**src/rtl/ratio_clk_pkg.sv**
```systemverilog
package ratio_clk_pkg;

  // strobes from the control half to the accumulator datapath
  typedef struct packed {
    logic advance;  // a selected source pulse while running
    logic clear;    // divider idle: force output low and zero the phase
    logic restart;  // toggle edge that also adopts a new ratio
  } dpStrobe_t;

endpackage

```
**src/rtl/ratio_ctrl.sv**
```systemverilog
module ratio_ctrl
  import ratio_clk_pkg::*;
#(
  parameter int FRACT_W = 8,
  parameter int DIV_W   = 12,
  parameter int NUM_SRC = 4,
  localparam int SEL_W  = (NUM_SRC > 1) ? $clog2(NUM_SRC) : 1,
  localparam int CFG_W  = FRACT_W + DIV_W,
  localparam int FA_W   = FRACT_W + 1,
  localparam int DA_W   = DIV_W + 1
) (
  input  logic               clk,
  input  logic               rstN,
  input  logic [NUM_SRC-1:0] srcTick,
  input  logic [SEL_W-1:0]   srcSel,
  input  logic               outEn,
  input  logic               cfgWe,
  input  logic [CFG_W-1:0]   cfgData,
  input  logic               wrap,
  output dpStrobe_t          strb,
  output logic [FA_W-1:0]    actFract,
  output logic [DA_W-1:0]    actDiv,
  output logic               selTick
);

  logic [NUM_SRC-1:0] srcHit;

  genvar g;
  generate
    for (g = 0; g < NUM_SRC; g++) begin : g_src
      assign srcHit[g] = srcTick[g] && (srcSel == SEL_W'(g));
    end
  endgenerate

  assign selTick = |srcHit;

  logic [FRACT_W-1:0] wrFract, shFract, runFract;
  logic [DIV_W-1:0]   wrDiv, shDiv, runDiv;
  logic               writeOk, pending, toggleEdge, reload;

  assign wrFract = cfgData[CFG_W-1:DIV_W];
  assign wrDiv   = cfgData[DIV_W-1:0];

  // both fields carry value-1, so the legality compare works on the raw fields
  assign writeOk    = cfgWe && (CFG_W'(wrFract) <= CFG_W'(wrDiv));
  assign pending    = (shFract != runFract) || (shDiv != runDiv);
  assign toggleEdge = outEn && selTick && wrap;
  assign reload     = !outEn || toggleEdge;

  always_comb begin
    strb = '{advance: outEn && selTick,
             clear:   !outEn,
             restart: toggleEdge && pending};
  end

  always_ff @(posedge clk or negedge rstN) begin
    if (!rstN) begin
      shFract <= '0;
      shDiv   <= '0;
    end else if (writeOk) begin
      shFract <= wrFract;
      shDiv   <= wrDiv;
    end
  end

  always_ff @(posedge clk or negedge rstN) begin
    if (!rstN) begin
      runFract <= '0;
      runDiv   <= '0;
    end else if (reload) begin
      runFract <= shFract;
      runDiv   <= shDiv;
    end
  end

  assign actFract = FA_W'(runFract) + FA_W'(1);
  assign actDiv   = DA_W'(runDiv) + DA_W'(1);

endmodule

```
**src/rtl/ratio_datapath.sv**
```systemverilog
module ratio_datapath
  import ratio_clk_pkg::*;
#(
  parameter int FRACT_W = 8,
  parameter int DIV_W   = 12,
  localparam int FA_W   = FRACT_W + 1,
  localparam int DA_W   = DIV_W + 1,
  localparam int ACC_W  = DIV_W + 1
) (
  input  logic             clk,
  input  logic             rstN,
  input  dpStrobe_t        strb,
  input  logic [FA_W-1:0]  fractVal,
  input  logic [DA_W-1:0]  divVal,
  output logic             wrap,
  output logic [ACC_W-1:0] accNow,
  output logic             clkOut
);

  logic [ACC_W-1:0] acc, sum;
  logic             outQ;

  // acc < divVal and fractVal <= divVal keep sum below 2*divVal
  always_comb begin
    sum  = acc + ACC_W'(fractVal);
    wrap = sum >= ACC_W'(divVal);
  end

  always_ff @(posedge clk or negedge rstN) begin
    if (!rstN) begin
      acc  <= '0;
      outQ <= 1'b0;
    end else if (strb.clear) begin
      acc  <= '0;
      outQ <= 1'b0;
    end else if (strb.advance) begin
      if (wrap) begin
        outQ <= ~outQ;
        acc  <= strb.restart ? '0 : (sum - ACC_W'(divVal));
      end else begin
        acc  <= sum;
      end
    end
  end

  assign accNow = acc;
  assign clkOut = outQ;

endmodule

```
**src/rtl/ratio_clock_gen.sv**
```systemverilog
module ratio_clock_gen
  import ratio_clk_pkg::*;
#(
  parameter int FRACT_W = 8,
  parameter int DIV_W   = 12,
  parameter int NUM_SRC = 4,
  localparam int SEL_W  = (NUM_SRC > 1) ? $clog2(NUM_SRC) : 1,
  localparam int CFG_W  = FRACT_W + DIV_W
) (
  input  logic               clk,
  input  logic               rstN,
  input  logic [NUM_SRC-1:0] srcTick,
  input  logic [SEL_W-1:0]   srcSel,
  input  logic               outEn,
  input  logic               cfgWe,
  input  logic [CFG_W-1:0]   cfgData,
  output logic               clkOut
);

  localparam int FA_W  = FRACT_W + 1;
  localparam int DA_W  = DIV_W + 1;
  localparam int ACC_W = DIV_W + 1;

  dpStrobe_t        strb;
  logic [FA_W-1:0]  actFract;
  logic [DA_W-1:0]  actDiv;
  logic [ACC_W-1:0] accNow;
  logic             wrap;
  logic             selTick;

  ratio_ctrl #(
    .FRACT_W(FRACT_W), .DIV_W(DIV_W), .NUM_SRC(NUM_SRC)
  ) u_ctrl (
    .clk(clk), .rstN(rstN), .srcTick(srcTick), .srcSel(srcSel),
    .outEn(outEn), .cfgWe(cfgWe), .cfgData(cfgData), .wrap(wrap),
    .strb(strb), .actFract(actFract), .actDiv(actDiv), .selTick(selTick)
  );

  ratio_datapath #(
    .FRACT_W(FRACT_W), .DIV_W(DIV_W)
  ) u_dp (
    .clk(clk), .rstN(rstN), .strb(strb), .fractVal(actFract),
    .divVal(actDiv), .wrap(wrap), .accNow(accNow), .clkOut(clkOut)
  );

endmodule

```
**config.mk**
```make
export PLATFORM = sky130hd
export DESIGN_NAME = ratio_clock_gen
export DESIGN_NICKNAME = d
export VERILOG_FILES = /design/src/rtl/ratio_clk_pkg.sv /design/src/rtl/ratio_ctrl.sv /design/src/rtl/ratio_datapath.sv /design/src/rtl/ratio_clock_gen.sv
export SDC_FILE = /design/constraint.sdc
export NUM_CORES = 1
export LEC_CHECK = 0
export ABC_AREA = 1
export BUFFER_PORTS_ARGS = -buffer_cell sky130_fd_sc_hd__buf_4
export CORE_ASPECT_RATIO = 2
export CORE_UTILIZATION = 40
export CTS_BUF_LIST = sky130_fd_sc_hd__clkbuf_4 sky130_fd_sc_hd__clkbuf_8
export DETAILED_ROUTE_END_ITERATION = 10
export MAX_ROUTING_LAYER = met4
export PLACE_DENSITY = 0.58
export SLEW_MARGIN = 10
export SYNTH_ARGS = -nofsm -noshare
export SYNTH_HDL_FRONTEND = slang
export SYNTH_HIERARCHICAL = 1
export SYNTH_SLANG_ARGS = --single-unit
```
**constraint.sdc**
```tcl
create_clock -name clk -period 4.1 [get_ports clk]
set_input_delay 0 -clock clk [delete_from_list [all_inputs] [get_ports clk]]
set_output_delay 0 -clock clk [all_outputs]
set_load 0.01 [all_outputs]
```
[After elaboration in Yosys (flattened, before gate mapping)]
Index checks and enable logic that the tools add are counted.
Cells by class
  add/subtract/negate cells: 4
  eq/ne operators: 7
  bitwise gates (word level): 1
  order comparisons: 2
  muxes and demuxes: 7
  reductions and logical operators: 14
Operators with widths (number)
  $mux 13: 4
  $add 12x1->13 const B: 1
  $add 13x9->13: 1
  $ge 13x13->1: 1
  $sub 13x13->13: 1
  $le 8x12->1: 1
  $ne 12x12->1: 1
  $add 8x1->9 const B: 1
  $logic_and 1x1->1: 8
  $ne 8x8->1: 1
  $eq 2x2->1 const B: 2
  $ne 2x1->1 const B: 2
  $reduce_or 4->1: 1
  $mux 1: 3
  $eq 2x1->1 const B: 1
  $logic_not 2->1: 1
  $logic_or 1x1->1: 2
  $reduce_and 2->1: 1
  $logic_not 1->1: 1
  $not 1->1: 1
Word-level totals
  bits in registers: 54
  output and inout bits: 1
  word-level logic and storage cells: 41

[Depth between registers and ports, before layout]
Gate-level depths: netlist of run 1.
  depth after elaboration: 10
  depth in mapped cells: 32

[Cells and area by module]
The synthesis of run 1 kept the hierarchy.
Modules (own cells, without submodules)
  ratio_ctrl: instances 1, cells an instance 332, area each 2508.7 µm²
  ratio_datapath: instances 1, cells an instance 394, area each 2285.9 µm²

[Least setup slack after synthesis of run 1]
No wires, ideal clock.
  path kind: flip-flop to flip-flop
  from: reg u_ctrl.runFract[2]
  to: reg u_dp.acc[5] (netlist: u_dp/accNow[5])
  data arrival time: 3.925 ns
  path slack: 0.058 ns
  path buffers: 3
  cell stages (with the launch flop): 30
  cells stage by stage: dfrtp_1 > nand3_1 > nor3_1 > nand3_1 > xor2_1 > ha_1 > nand2_1 > inv_1 > nand2_1 > inv_1 > nand2_1 > nand3_1 > xnor2_1 > inv_1 > ha_1 > nand2_1 > nor2_1 > and2_1 > nand2_2 > nand3_2 > buf_6 > buf_12 > nand4_1 > buf_2 > nor2_1 > inv_1 > nand2_1 > o21ai_0 > nand3_1 > nand2_1
RTL lines
  from (decl): line ratio_ctrl.sv:37  | logic [FRACT_W-1:0] wrFract, shFract, runFract;
  from (signal assigned): line ratio_ctrl.sv:71  | runFract <= shFract;
  to (signal assigned): line ratio_datapath.sv:39  | acc <= strb.restart ? '0 : (sum - ACC_W'(divVal));
  to (signal assigned): line ratio_datapath.sv:41  | acc <= sum;
  to (decl): line ratio_datapath.sv:20  | logic [ACC_W-1:0] acc, sum;

==> impl_metrics.ini, run 1 <==
[synth]
syn-cell-area_um2 = 4790
synth.avg_cell_area_um2 = 6.61
syn_inst = 725
synth.net_count = 789
ys_warn_count = 6

[placement]
port_buffers = 30
gp_congestion = 0.955
dp.cells = 897
place_area_um2 = 5160
dp_hpwl_um = 11300

[global_routing]
grt_remaining_overflow = 0
grt_pass1_vias = 4721
antenna_found_initial = 0
grt_pass1_wl_um = 21900
grt_usage_pct = 23.9
grt_max_degree = 55

[floorplan]
die_y_um = 157
rows = 56
initial_core_util_pct = 40.9
core_area_um2 = 11700
die_area_um2 = 12400
die-width_um = 79.4
io_pins = 31

[critical_path]
cp-start-kind = flip-flop
end_kind = flip-flop
cp_max_fo = 5
path_class = reg2reg
required_ps = 4310
arrival_ps = 4140

[final_layout]
drive_above_1_share_pct = 19.9
multi_input_area_um2 = 3170
nets = 858
fillers = 1196
regArea_um2 = 1350
instances_no_fill = 940
finish.instance_area_um2 = 5880
insertedDiodeCount = 0
area_growth_pct = 22.7

[clock_tree]
clk_latency_ps = 320
cts_sinks = 54
max-clock-path-buffers = 2
cts_tree = yes
clkTransAtPathRegs_ps = 120
cts_max_level = 2
cts_buffers = 5
cts_root_buffer = clkbuf_8

[outcome]
status = complete, no violations

[power]
power_density_nw_per_um2 = 778
p_leak_nw = 3.22
report.power.total_mw = 4.57
peakVddDrop_uv = 291

[worst_hold_path]
min_path_type = in2reg

[drt]
drt_iter0_drc = 182
vias = 4709
routed_via_density = 5.01
post-route-drc-count = 0
wl_um = 14200
wire_per_inst_um = 15.1
drtAntennaViolNets = 0
drt-pass1-iter-count = 7

[sta]
min_period_ps = 3930
max_slew_margin_pct = 34.5
final.setup_skew_ps = 11.0
fmaxAchievable_ghz = 0.255
final-setup-viol-count = 0
worst_pin_slew_ps = 979
drv_slew = 0
period_share_pct = 95.8
hold_viol = 0

[flow_run]
cap_violations = 0
[state kept, by name, summed over array words and instances, names as in the netlist]
name,count
u_ctrl/runDiv,12
u_ctrl/runFract,8
u_ctrl/shDiv,12
u_ctrl/shFract,8
u_dp/accNow,13
u_dp/clkOut,1
[layer usage]
metal | track usage, % | part of all wire, % | vias up
met1 | 20.4 | 33 | 2195
met3 | 1.92 | 1.6 | 36
met2 | 49.0 | 60 | 85
met4 | 12.2 | 5.5 | 0
met5 | - | 0 | -
li1 | - | - | 2393
[worst paths after layout]
| check | start | to | slack, ps | cells after the start |
|---|---|---|---|---|
| hold reg to reg | u_ctrl/shDiv[3]$_DFFE_PN0P_ | u_ctrl/runDiv[3]$_DFFE_PN0P_ | 520 | 2 |
| hold / removal | cfgWe | u_ctrl/shFract[2]$_DFFE_PN0P_ | 40 | 3 |
| max in group asynchronous | rstN | u_dp/accNow[11]$_DFFE_PN0P_ | 3360 | 2 |
| setup / recovery | u_ctrl/runFract[0]$_DFFE_PN0P_ | u_dp/accNow[1]$_DFFE_PN0P_ | 170 | 25 |
| setup reg to reg | u_ctrl/runFract[0]$_DFFE_PN0P_ | u_dp/accNow[1]$_DFFE_PN0P_ | 170 | 25 |
| min in group asynchronous | rstN | u_ctrl/runDiv[10]$_DFFE_PN0P_ | 260 | 2 |
[cells in the final DEF, fill, tap and decap left out, types with 10 or more instances in the layout]
master and instances:
xor2_1 12, xnor2_1 23, inv_2 11, nor2_1 35, a21oi_1 10, nor2_2 11
nand3_2 12, nand3_1 78, nand4_1 14, dfrtp_1 54, ha_1 20, nand2_1 244
inv_1 103, buf_4 55, dlygate4sd3_1 21, nand2_2 25
[metrics by stage]
stage | hold slack [ps] | TNS [ps] | worst slack (ps) | util [%]
global route | 40.7 | -1540 | -86.5 | 50.2
global placement | 105 | -2960 | -209 | 44.1
finish | 36.7 | 0 | 171 | 50.2
floorplan | -296 | 0 | 57.8 | -
CTS | 40.8 | -83.1 | -30.4 | 47.0
detailed placement | 104 | -1290 | -190 | 44.1
[critical path: stages, from the launching register on]
cell and delay [ps]:
dfrtp_1 430, nand3_2 140, nor3_4 240, buf_4 140, xor2_1 150, ha_1 320
nand2_1 120, inv_1 60, nand2_1 90, inv_1 40, nand2_1 70, nand3_2 120
xnor2_4 240, inv_2 80, ha_4 290, nand2_2 90, nor2_4 100, and2_4 150
nand2_2 50, nand3_2 80, nand4_1 180, nor2_2 220, buf_6 130, o21ai_1 80
nand3_1 90, o21ai_0 100
[what timing repair did]
| item | in CTS | in global routing |
|---|---|---|
| resized for setup | 3 | 71 |
| buffers inserted | 1 | 12 |
| hold buffers | 21 | 0 |
| pin swaps | 1 | 26 |
| hold endpoints to repair | 74 | 0 |
| gates cloned | 0 | 1 |
| endpoints found under the setup margin | 33 | 34 |
[layout make-up]
type | count | area share (%)
Multi-Input combinational cell | 540 | 53.9
Clock inverter | 3 | 0.490
Inverter | 114 | 7.28
Clock buffer | 5 | 1.17
Tap cell | 145 | 3.09
Sequential cell | 54 | 23.0
Timing Repair Buffer | 79 | 11.1
[power by group]
group | internal, mW | switching, mW
logic | 1.32 | 2.11
registers | 0.655 | 0.157
clock network | 0.127 | 0.203
No activity file was read; power rests on OpenSTA's default activity.
==> inputs of run 2 (changes only) <==
SYNTH_HIERARCHICAL = unset   (was 1)
==> impl_metrics.ini, run 2 <==
[outcome]
status = complete, no violations

[global_routing]
grt_max_degree = 55
grt_pass1_vias = 4116
grt_usage_pct = 23.2
grt_pass1_wl_um = 18700
grt_remaining_overflow = 0
antenna_found_initial = 0

[sta]
max_slew_margin_pct = 53.3
final.setup_skew_ps = 7.35
drv_slew = 0
period_share_pct = 92.0
min_period_ps = 3770
worst_pin_slew_ps = 700
fin_ws_ps = 329
grt_setup_unrepaired = false
finalSetupTns_ps = 0
fmaxAchievable_ghz = 0.265
hold_viol = 0
final-setup-viol-count = 0

[final_layout]
drive_above_1_share_pct = 7.67
final_cell_mix = 230 x nand2_1, 92 x inv_1, 54 x dfrtp_1
final_common_cell = nand2_1
insertedDiodeCount = 0
fillers = 1057
nets = 753
finish.instance_area_um2 = 4940
largest_reg_flops = 13
area_growth_pct = 16.4
instances_no_fill = 826

[power]
power_density_nw_per_um2 = 739
power.net_switching_mw = 1.89
p_clk_share_pct = 10.3
p_leak_nw = 2.74
combPwrFrac_pct = 68.4
peakVddDrop_uv = 307
p_seq_share_pct = 21.4
intPower_mw = 1.75
sw_frac_of_total_pct = 51.9

[clock_tree]
cts_max_level = 2
cts_tree = yes
cts_root_buffer = clkbuf_8
cts_buffers = 5
clkTransAtPathRegs_ps = 100
cts_sinks = 54
clk_latency_ps = 320
max-clock-path-buffers = 2

[synth]
syn_inst = 638
synth_top_cells_by_count = 230 x nand2_1, 92 x inv_1, 54 x dfrtp_1
synth_top_area_share_pct = 31.9
synth.avg_cell_area_um2 = 6.65
synth-edff-count = 0
ys_warn_count = 0
ys_types = 33
synth.area.top_cells = dfrtp_1 32%, nand2_1 20%, ha_1 8.9%
synth.most_common_cell = nand2_1
yosysTopAreaCell = dfrtp_1
synth_seq_cells = 54
syn-cell-area_um2 = 4240
synth_flop_cell = dfrtp_1
synth.net_count = 700
async_reset_ff_share_pct = 100
seq_area_frac_synth_pct = 31.9

[worst_hold_path]
min_path_type = in2reg
min_to = u_ctrl.runDiv[11]$_DFFE_PN0P_
holdPathStages = 3
hp-start = outEn

[drt]
drt_iter0_drc = 191
drtAntennaViolNets = 0
vias = 4120
wire_per_inst_um = 13.7
drt-pass1-iter-count = 5
wl_um = 11400
routed_via_density = 4.99
post-route-drc-count = 0

[floorplan]
die_area_um2 = 11000
die_y_um = 148
initial_core_util_pct = 41.5
io_pins = 31
core_area_um2 = 10200
die-width_um = 74.8
rows = 52

[placement]
dp.cells = 794
dp_slack_ps = 263
dp_hpwl_um = 9230
place_area_um2 = 4560
port_buffers = 30
gp_congestion = 0.938

[critical_path]
path_class = reg2reg
reg2reg_slack_ps = 330
cp_max_fo = 19
end_kind = flip-flop
required_ps = 4310
arrival_ps = 3980
cp-start-kind = flip-flop
r2r_cells = 23
r2r-start = u_ctrl.runFract[0]$_DFFE_PN0P_
reg2reg_to = u_dp.accNow[2]$_DFFE_PN0P_

[flow_run]
cap_violations = 0
==> run 2: cells by family (layout without fill, tap and decap cells) <==
| kind of cell | Yosys count | count (layout) | share of synthesized area (%) |
|---|---|---|---|
| AOI/OAI and AO/OA | 70 | 70 | 8.70 |
| xor gates and xnor gates | 21 | 21 | 4.34 |
| adders and majority gates | 32 | 32 | 9.80 |
| and+or+nand+nor | 358 | 358 | 35.2 |
| buffers and inverters | 103 | 156 | 10.1 |
| DFF | 54 | 54 | 31.9 |
==> run 2: per-layer routing <==
| layer | vias to the layer above | GRT usage (%) | part of all wire, % |
|---|---|---|---|
| met5 | - | - | 0 |
| met4 | 0 | 12.5 | 5.6 |
| met3 | 32 | 1.98 | 1.6 |
| met2 | 77 | 44.1 | 57 |
| met1 | 1907 | 21.4 | 35 |
| li1 | 2104 | - | - |
==> run 2: metrics by stage <==
step                hold slack, ps  total power [mW]  utilization (%)
floorplan                     -296              2.65                -
global placement              89.3              3.23             44.7
detailed placement            96.3              3.23             44.7
CTS                           31.5              3.64             48.2
global route                  27.8              4.05             48.3
finish                        39.0              3.65             48.3
==> run 2: critical path, stage by stage (launching register included) <==
cell,delay [ps]
dfrtp_1,390
inv_1,120
ha_1,160
inv_1,90
fa_1,420
nand3_1,100
nand2_1,140
nand2_1,110
nand2_1,140
nand2_1,90
nand2_1,50
nand2_1,90
inv_1,50
ha_1,380
nand2_1,130
nor2_1,180
and2_1,150
nand2_1,80
nand3_4,220
nand2_2,160
inv_1,220
nand2_1,80
nand3_1,70
nand2_1,50
==> run 2: layout make-up <==
cell class	instances	area, µm²	area share (%)
Clock buffer	6	82.6	1.67
Sequential cell	54	1350	27.4
Timing Repair Buffer	56	483	9.78
Tap cell	135	169	3.42
Clock inverter	1	30.0	0.608
Inverter	93	349	7.07
Multi-Input combinational cell	481	2470	50.1
==> run 2: worst max path at each step <==
stage,from,to,slack (ps),cells after the start
after floorplan,u_ctrl.runFract[0]$_DFFE_PN0P_,u_ctrl.runDiv[0]$_DFFE_PN0P_,1140,22
after global placement,u_ctrl.runFract[0]$_DFFE_PN0P_,u_dp.clkOut$_DFFE_PN0P_,340,21
after detailed placement,u_ctrl.runFract[0]$_DFFE_PN0P_,u_ctrl.runFract[0]$_DFFE_PN0P_,260,21
after CTS,u_ctrl.runFract[0]$_DFFE_PN0P_,u_ctrl.runFract[0]$_DFFE_PN0P_,240,21
after global routing,u_ctrl.runFract[0]$_DFFE_PN0P_,u_dp.accNow[2]$_DFFE_PN0P_,40,23
final,u_ctrl.runFract[0]$_DFFE_PN0P_,u_dp.accNow[2]$_DFFE_PN0P_,330,23
==> run 2: power groups by stage <==
stage,registers (mW),clock network [mW],logic (mW)
after floorplan,0.757,0,1.90
after global placement,0.784,0,2.44
after detailed placement,0.789,0,2.45
after CTS,0.778,0.381,2.49
after global routing,0.799,0.407,2.84
final,0.779,0.375,2.49
==> run 2: timing repair <==
item | CTS | global route
hold buffers | 25 | 0
gates resized for setup | 0 | 1
endpoints found under the hold margin | 74 | 0
endpoints found under the setup margin | 0 | 18
setup buffers | 0 | 0
==> inputs of run 3 (changes only) <==
CORE_MARGIN = 10   (was unset)
==> impl_metrics.ini, run 3 (synthesis results as in run 2) <==
[sta]
hold_viol = 0
max_slew_margin_pct = 52.5
drv_slew = 0
final.setup_skew_ps = 10.4
min_period_ps = 3710
finalSetupTns_ps = 0
fmaxAchievable_ghz = 0.270
final-setup-viol-count = 0
period_share_pct = 90.4
worst_pin_slew_ps = 712

[drt]
vias = 4130
routed_via_density = 4.94
drt-pass1-iter-count = 4
wire_per_inst_um = 14.3
wl_um = 11900
post-route-drc-count = 0
drt_iter0_drc = 207
drtAntennaViolNets = 0

[global_routing]
grt_remaining_overflow = 0
grt_pass1_wl_um = 19500
grt_max_degree = 55
grt_pass1_vias = 4200
grt_usage_pct = 15.9
antenna_found_initial = 0

[critical_path]
cp-start-kind = flip-flop
r2r-start = u_ctrl.runFract[0]$_DFFE_PN0P_
cpMostUsedCell = nand2_1
arrival_ps = 3910
cp_max_fo = 14
path_delay_family = simple AND/OR/NAND/NOR gates
end_kind = flip-flop
reg2reg_slack_ps = 390
required_ps = 4310
worst-path-buf-inv = 4
path_class = reg2reg
slowest_stage = fa_1
critPathMaxStageDelay_ps = 420
reg2reg_to = u_dp.accNow[2]$_DFFE_PN0P_
worstPathCellList = inv_1, ha_1, inv_1, fa_1, nand3_1, nand2_1, nand2_1, nand2_1, nand2_1, nand2_1, nand2_1, inv_1, ha_1, nand2_1, nor2_1, and2_1, nand2_1, nand3_4, nand2_2, inv_1, nand2_1, nand3_1, nand2_1
r2r_cells = 23

[floorplan]
rows = 53
initial_core_util_pct = 40.5
core_area_um2 = 10500
io_pins = 31
die-width_um = 92.8
die_y_um = 166
die_area_um2 = 15400

[clock_tree]
clk_latency_ps = 320
cts_sinks = 54
max-clock-path-buffers = 2
clkTransAtPathRegs_ps = 90
cts_buffers = 5
cts_max_level = 2
cts_tree = yes
cts_root_buffer = clkbuf_8

[power]
peakVddDrop_uv = 287
report.power.total_mw = 3.71
power_density_nw_per_um2 = 746
p_leak_nw = 2.77

[worst_hold_path]
hp-start = outEn
min_path_type = in2reg
min_to = u_ctrl.runDiv[11]$_DFFE_PN0P_
holdPathStages = 3

[final_layout]
area_growth_pct = 17.4
final_common_cell = nand2_1
final_cell_mix = 230 x nand2_1, 92 x inv_1, 54 x dfrtp_1
multi_input_area_um2 = 2480
drive_above_1_share_pct = 8.73
insertedDiodeCount = 0
largest_reg_flops = 13
post-route-util_pct = 47.5
fillers = 1126
nets = 760
regArea_um2 = 1350
instances_no_fill = 836

[placement]
dp_hpwl_um = 9390
dp.cells = 796
gp_congestion = 0.948
port_buffers = 30

[flow_run]
cap_violations = 0

[outcome]
status = complete, no violations
run 3: cell types whose count changed in the layout (fill, tap and decap cells not counted):
cell and delta:
nand2_4 +1, clkbuf_4 +1, clkinv_2 +1, bufinv_16 -1, buf_4 +6
run 3: worst max-delay path by stage:
stage	from	end	slack (ps)	cells after the start
2_1_floorplan	u_ctrl.runFract[0]$_DFFE_PN0P_	u_ctrl.runDiv[0]$_DFFE_PN0P_	1140	22
3_3_place_gp	u_ctrl.runFract[0]$_DFFE_PN0P_	u_dp.clkOut$_DFFE_PN0P_	340	21
3_5_place_dp	u_ctrl.runFract[0]$_DFFE_PN0P_	u_ctrl.runDiv[2]$_DFFE_PN0P_	280	22
4_1_cts	u_ctrl.runFract[0]$_DFFE_PN0P_	u_ctrl.runDiv[2]$_DFFE_PN0P_	260	22
5_1_grt	u_ctrl.runFract[0]$_DFFE_PN0P_	u_dp.accNow[7]$_DFFE_PN0P_	-0.3	23
6_report	u_ctrl.runFract[0]$_DFFE_PN0P_	u_dp.accNow[2]$_DFFE_PN0P_	390	23
run 3: repair_timing:
action	CTS	global route
hold endpoints to repair	74	0
hold buffers	25	0
setup buffers	0	6
endpoints found under the setup margin	0	27
resized for setup	0	1
run 3: per-stage QoR:
step / cell area, µm² / hold WS, ps / worst slack (ps)
3_5_place_dp: 4570 / 91.7 / 281
6_report: 4980 / 56.2 / 393
4_1_cts: 4910 / 32.7 / 255
3_3_place_gp: 4570 / 93.1 / 340
5_1_grt: 4980 / 88.2 / -0.256
2_1_floorplan: 4240 / -296 / 1140
run 3: worst min-delay path: cells and delay by family:
kind	cells	cell delay (ps)
and+or+nand+nor	2	180
buffers and inverters	1	160
run 3: layer usage:
metal  GRT usage (%)  wire (µm)  vias to the layer above
li1                -          -                     2124
met1            14.5       4340                     1912
met2            31.7       6980                       67
met3            1.40        235                       27
met4            6.41        390                        0
met5               -          0                        -
run 3: where the power goes:
part / switching [mW] / internal, mW / leakage [nW]
clock network: 0.179 / 0.144 / 0.0517
registers: 0.125 / 0.656 / 0.668
logic: 1.61 / 1.00 / 2.05
run 3: layout make-up:
type	count	share of cell area (%)
clock buffers	7	1.81
clock inverters	1	0.101
inverters	93	7.01
multi-input cells	482	49.9
flip-flops and latches	54	27.1
well taps	137	3.44
repair buffers	62	10.6
